$ cat config.mk
export PLATFORM = sky130hd
export DESIGN_NAME = branch_miss_profiler
export DESIGN_NICKNAME = d
export VERILOG_FILES = /design/src/rtl/bpred_pkg.sv /design/src/rtl/bpred_slot_table.sv /design/src/rtl/bpred_miss_counter.sv /design/src/rtl/branch_miss_profiler.sv
export SDC_FILE = /design/constraint.sdc
export NUM_CORES = 1
export LEC_CHECK = 0
export ABC_AREA = 1
export ABC_CLOCK_PERIOD_IN_PS = 3250
export BUFFER_PORTS_ARGS = -buffer_cell sky130_fd_sc_hd__buf_2
export CORE_MARGIN = 10
export CORE_UTILIZATION = 40
export CTS_CLUSTER_SIZE = 16
export DETAILED_ROUTE_END_ITERATION = 8
export HOLD_SLACK_MARGIN = 0.03
export PLACE_DENSITY_LB_ADDON = 0.15
export SLEW_MARGIN = 15
export SYNTH_ARGS = -nofsm -noshare
export SYNTH_HDL_FRONTEND = slang
export SYNTH_SLANG_ARGS = --single-unit
$ cat constraint.sdc
create_clock -name clk -period 3.25 [get_ports clk]
set_clock_uncertainty 0.1 [all_clocks]
set_input_delay 0.1625 -clock clk [delete_from_list [all_inputs] [get_ports clk]]
set_output_delay 0.1625 -clock clk [all_outputs]
set_load 0.05 [all_outputs]
$ cat src/rtl/bpred_pkg.sv
package bpred_pkg;

    localparam int CTR_W = 2;

    typedef logic [CTR_W-1:0] ctr_t;

    localparam ctr_t CTR_INIT = ctr_t'(1);
    localparam ctr_t CTR_MAX  = '1;
    localparam ctr_t CTR_MIN  = '0;

    typedef enum logic {
        RULE_ONE_BIT = 1'b0,
        RULE_TWO_BIT = 1'b1
    } rule_e;

    typedef struct packed {
        logic  en;
        logic  taken;
        rule_e rule;
    } upd_t;

    function automatic logic ctr_predict(input ctr_t c);
        return c[CTR_W-1];
    endfunction

    function automatic ctr_t ctr_next(input ctr_t c, input logic taken, input rule_e rule);
        ctr_t n;
        n = c;
        if (rule == RULE_TWO_BIT) begin
            if (taken && c != CTR_MAX)
                n = c + ctr_t'(1);
            else if (!taken && c != CTR_MIN)
                n = c - ctr_t'(1);
        end else begin
            if (ctr_predict(c) != taken)
                n = taken ? CTR_MAX : CTR_MIN;
        end
        return n;
    endfunction

endpackage

$ cat src/rtl/bpred_slot_table.sv
module bpred_slot_table
    import bpred_pkg::*;
#(
    parameter int SLOTS = 4,
    localparam int IDX_W = (SLOTS > 1) ? $clog2(SLOTS) : 1
) (
    input  logic             clk,
    input  logic             rst,
    input  logic [IDX_W-1:0] sel_idx,
    input  upd_t             upd,
    output ctr_t             sel_ctr
);

    ctr_t slot_vec [SLOTS];

    for (genvar g = 0; g < SLOTS; g++) begin : g_slot
        ctr_t q;
        logic hit;

        assign hit = upd.en && (sel_idx == IDX_W'(g));

        always_ff @(posedge clk) begin
            if (rst)
                q <= CTR_INIT;
            else if (hit)
                q <= ctr_next(q, upd.taken, upd.rule);
        end

        assign slot_vec[g] = q;
    end

    assign sel_ctr = slot_vec[sel_idx];

endmodule

$ cat src/rtl/bpred_miss_counter.sv
module bpred_miss_counter #(
    parameter int W = 32
) (
    input  logic         clk,
    input  logic         rst,
    input  logic         bump,
    output logic [W-1:0] count
);

    logic at_top;
    assign at_top = &count;

    always_ff @(posedge clk) begin
        if (rst)
            count <= '0;
        else if (bump && !at_top)
            count <= count + W'(1);
    end

endmodule

$ cat src/rtl/branch_miss_profiler.sv
module branch_miss_profiler
    import bpred_pkg::*;
#(
    parameter int ADDR_W  = 32,
    parameter int SLOTS   = 4,
    parameter int IDX_LSB = 2,
    parameter int MISS_W  = 32,
    localparam int IDX_W  = (SLOTS > 1) ? $clog2(SLOTS) : 1
) (
    input  logic              clk,
    input  logic              rst,
    input  logic              ev_valid,
    input  logic [ADDR_W-1:0] ev_addr,
    input  logic              ev_taken,
    input  logic              rule_two_bit,
    output logic              pred_taken,
    output logic [MISS_W-1:0] miss_count
);

    logic [IDX_W-1:0] slot_idx;
    ctr_t             slot_ctr;
    upd_t             upd;
    logic             mispredict;
    logic             addr_unused;

    assign slot_idx    = ev_addr[IDX_LSB +: IDX_W];
    assign addr_unused = ^{ev_addr[ADDR_W-1:IDX_LSB+IDX_W], ev_addr[IDX_LSB-1:0]};

    assign upd.en    = ev_valid;
    assign upd.taken = ev_taken;
    assign upd.rule  = rule_e'(rule_two_bit);

    bpred_slot_table #(
        .SLOTS(SLOTS)
    ) u_table (
        .clk     (clk),
        .rst     (rst),
        .sel_idx (slot_idx),
        .upd     (upd),
        .sel_ctr (slot_ctr)
    );

    assign pred_taken = ctr_predict(slot_ctr);
    assign mispredict = ev_valid && (pred_taken != ev_taken);

    bpred_miss_counter #(
        .W(MISS_W)
    ) u_miss (
        .clk   (clk),
        .rst   (rst),
        .bump  (mispredict),
        .count (miss_count)
    );

endmodule

# Yosys cells after proc, flatten, opt, wreduce, memory -nomap -nowiden
# Index checks and enable logic that the tools add are counted.
# totals
out_inout_bits,33
ff_bits,40
elab_cells,82
in_bits,37
# op_classes
n_lt_le_gt_ge,1
n_reduce_logical,30
eq_ne,16
addsub,9
n_mux,20
n_bitwise,1
# op_table
operator,count
$mux W2,19
$add A32 B1 Y32 const B,1
$reduce_and A32 Y1,1
$reduce_bool A2 Y1,8
$logic_and A1 B1 Y1,14
$ne A3 B1 Y1 const B,4
$reduce_and A3 Y1,4
$add A2 B1 Y2 const B,4
$ne A2 B2 Y1 const B,4
$sub A2 B1 Y2 const B,4
$ne A1 B1 Y1,5
$bmux W2 S2,1
$eq A2 B2 Y1 const B,2
$ge A3 B3 Y1 const B,1
$not A2 Y3,1
$eq A2 B1 Y1 const B,1
$logic_not A1 Y1,2
$logic_not A2 Y1,1

# Depth between registers and ports, before layout
# depth
depth_word,7
mapped_depth,12
mapped_depth_nobuf,12

# Modules after synthesis
# A second synthesis with hierarchy kept.
# unflattened
hier_cells,447
area_unflattened_um2,2688.8
# by_module_without_submodules
module,area_each_um2,seq_area_each_um2,n_inst,cells_each
bpred_miss_counter,1984.4,640.6,1,320
bpred_slot_table,689.4,160.2,1,123
branch_miss_profiler,15.0,0.0,1,4

# Worst setup path after synthesis
# OpenSTA, ideal clock, no wires.
# synth_timing
path_type,register -> register
from,reg u_miss.count[1]
to,reg u_miss.count[16]
setup_ns,0.136
path_buffers,1
path_stages_with_launch,12
required_time_ns,3.014
t_arrival_ns,1.955
synth_period_minus_slack_ns,2.191
slack_ns,1.059
cell_sequence,dfxtp_1 > ha_1 > nand2_2 > nor2_4 > nand2_4 > nor2_8 > nand3_2 > clkinv_1 > nor2_4 > buf_4 > nand2_1 > a21oi_2
# synth_via
elab_chain_cells,3
elab_cells_between_ends,4
classes_between,1 x add/sub; 3 x reduce/logical
# synth_rtl
item,line_no,text
"start, declared",bpred_miss_counter.sv:7,output logic [W-1:0] count
"start signal, assigned",bpred_miss_counter.sv:17,count <= count + W'(1);
"parallel branches: the longest is 3 deep, another holds $add A32 B1 Y32",--,
# Several ways; the timed one is not identified.
# A chain may end at the register's enable or synchronous reset.

# Final worst setup path
# layout_timing
from,reg u_miss.count[1]
to,reg u_miss.count[19]
# The elaborated chain is that of the path after synthesis.

==> qor.csv <==
metric,value,unit
status,"finished, final reports clean",
grt_max_degree,27,
cts_tree,yes,
grt_pass1_vias,2627,
max-cap-violations,0,
grt_use_met2,0.234,
cts_root_buf,clkbuf_8,
worstPathRequired,3.38,ns
avgRoutedWirePerCell,13.1,µm
synth_flop_cell,dfxtp_1,
cts_setup_buffers,0,
cp-end-kind,flop,
min_path_cells,3,
met1_usage,0.193,
dp_hpwl,5600,µm
period_minus_slack,2.12,ns
area_growth,12.5,%
critPathKind,flop to flop,
drive_above_1_share,0.154,
clkSinkCount,40,
cts_buffers,5,
drtAntennaViolNets,0,
worstPathMaxFanout,15,
nNetsFinal,524,
cts_resized,0,
max_freq,472,MHz
ys_top_cells_by_area,"dfxtp_1, nand2_1, nor2_1, nand3_1, inv_1",
grt_util_met3,0.0395,
top_usage_layer,met2,
critPathLaunch,u_miss.count[1]$_SDFFE_PP0P_,
syn_inst,449,
path_clk_slew,0.08,ns
hp-class,primary input to flop,
cellPowerDensity,332,nW/µm²
grt_overflow,0,
synthesis.nets,487,
cts_max_level,2,
ios,70,
totalNegativeSetupSlack,0,ns
reg2reg_from,u_miss.count[1]$_SDFFE_PP0P_,
gp_congestion,0.900,
period_share,0.652,
die_h,103,µm
rsz0062_at_grt,no,
yosys_warnings,0,
yosysMostFrequentCell,nand2_1,
cts_buffer_depth,2,
tightest_slew,0.544,ns
grt_usage,0.147,
synth-edff-count,0,
ctsHoldBuffers,0,
num_rows,30,
drtIter0Drc,159,
synth_common_cells,"nand2_1, nor2_1, dfxtp_1",
grt_pass1_wl,12600,µm
num-fill-cells,722,
yosysTopAreaCell,dfxtp_1,
synth_cell_types,32,
synthesis.area,2750,µm²
dieWidth,103,µm
slew_headroom,0.637,
start_kind,flop,
num_vias,2892,
avgSynthCellArea,6.12,µm²
antenna_found_initial,0,
total_power,1.03,mW
final_hold_viol_count,0,
r2r_cells,11,
die_area,10600,µm²
drtPass1Iterations,4,
setup_viol,0,
async_flop_share,0,
worstSkewPairLatency,0.30,ns
route.detailed.drc,0,
io_buffers,39,
start_util,0.409,
worstHoldStart,rule_two_bit,
slew_viol_final,0,
max-vdd-ir-drop,0.143,mV
core-area,6720,µm²
diodes,0,
drt-total-wl,7440,µm
arrival,2.25,ns
whs,0.114,ns
ys_seq_elements,40,
routed_via_density,5.10,
yosysSeqAreaShare,0.292,
synth.top_cell.area_share,0.292,
leakage,1.33,nW
==> report_power, final <==
part           leakage (nW)  switching, mW  internal, mW
Sequential            0.324        0.00743         0.498
Combinational         0.948         0.0760        0.0265
Clock                0.0552          0.189         0.228
Total                  1.33          0.272         0.753
==> layout make-up <==
type                    count  area (µm²)  area share
clock inverters             2        35.0      0.0113
well taps                  80         100      0.0324
multi-input cells         368        1770       0.572
inverters                  32         120      0.0389
repair buffers             39         195      0.0632
flip-flops and latches     40         801       0.259
clock buffers               6        72.6      0.0235
==> worst paths after layout <==
kind,end,slack (ns)
setup / recovery,u_miss.count[19]$_SDFFE_PP0P_,1.13
hold / removal,u_table.g_slot[2].q[1]$_SDFFE_PP0P_,0.11
setup reg to reg,u_miss.count[19]$_SDFFE_PP0P_,1.13
hold reg to reg,u_miss.count[0]$_SDFFE_PP0P_,0.42
==> layout by cell type, fill, tap and decap left out, drive strengths merged <==
cell	n
a21oi	23
a31oi	1
and2	1
buf	39
bufinv	1
clkbuf	6
clkinv	2
dfxtp	40
ha	1
inv	31
nand2	166
nand3	27
nand3b	10
nand4	3
nor2	89
nor3	7
o211a	5
o211ai	4
o21ai	19
or2	1
xnor2	7
xor2	4
==> worst max-delay path, cell delays in order (launching register included) <==
cell and delay [ns]:
dfxtp_1 0.38, ha_1 0.27, nand2_2 0.09, nor2_4 0.19
nand2_4 0.11, nor2_8 0.18, nand3_2 0.30, nand2_1 0.17
nor2_1 0.07, nand2_1 0.06, nand2_1 0.04, nor2_1 0.10
==> cell families (layout without fill, tap and decap cells) <==
kind of cell	after synthesis	after routing	share of synthesized area
flip-flops	40	40	0.292
adder cells (fa/ha/maj)	1	1	0.00456
AND/OR/NAND/NOR	304	304	0.486
AO/OA/AOI/OAI	52	52	0.118
buffers and inverters	41	79	0.0651
XOR/XNOR	11	11	0.0351
==> flip-flops by register name (all words and copies together), names as in the netlist <==
register          cells
u_table.g_slot.q      8
u_miss.count         32
==> metal layers <==
| layer | vias to the layer above | wire length, µm |
|---|---|---|
| met5 | - | 0 |
| met4 | 0 | 70 |
| met3 | 6 | 459 |
| met2 | 69 | 3230 |
| met1 | 1305 | 3680 |
| li1 | 1512 | - |
==> stage by stage <==
stage | utilization | worst slack, ns | cells | area [µm²]
floorplan | - | 1.06 | 449 | 2750
global placement | 0.444 | 1.16 | 559 | 2980
detailed placement | 0.444 | 1.12 | 559 | 2980
CTS | 0.460 | 1.09 | 567 | 3090
global route | 0.460 | 0.894 | 567 | 3090
finish | 0.460 | 1.13 | 567 | 3090
No activity file was read; power rests on OpenSTA's default activity.
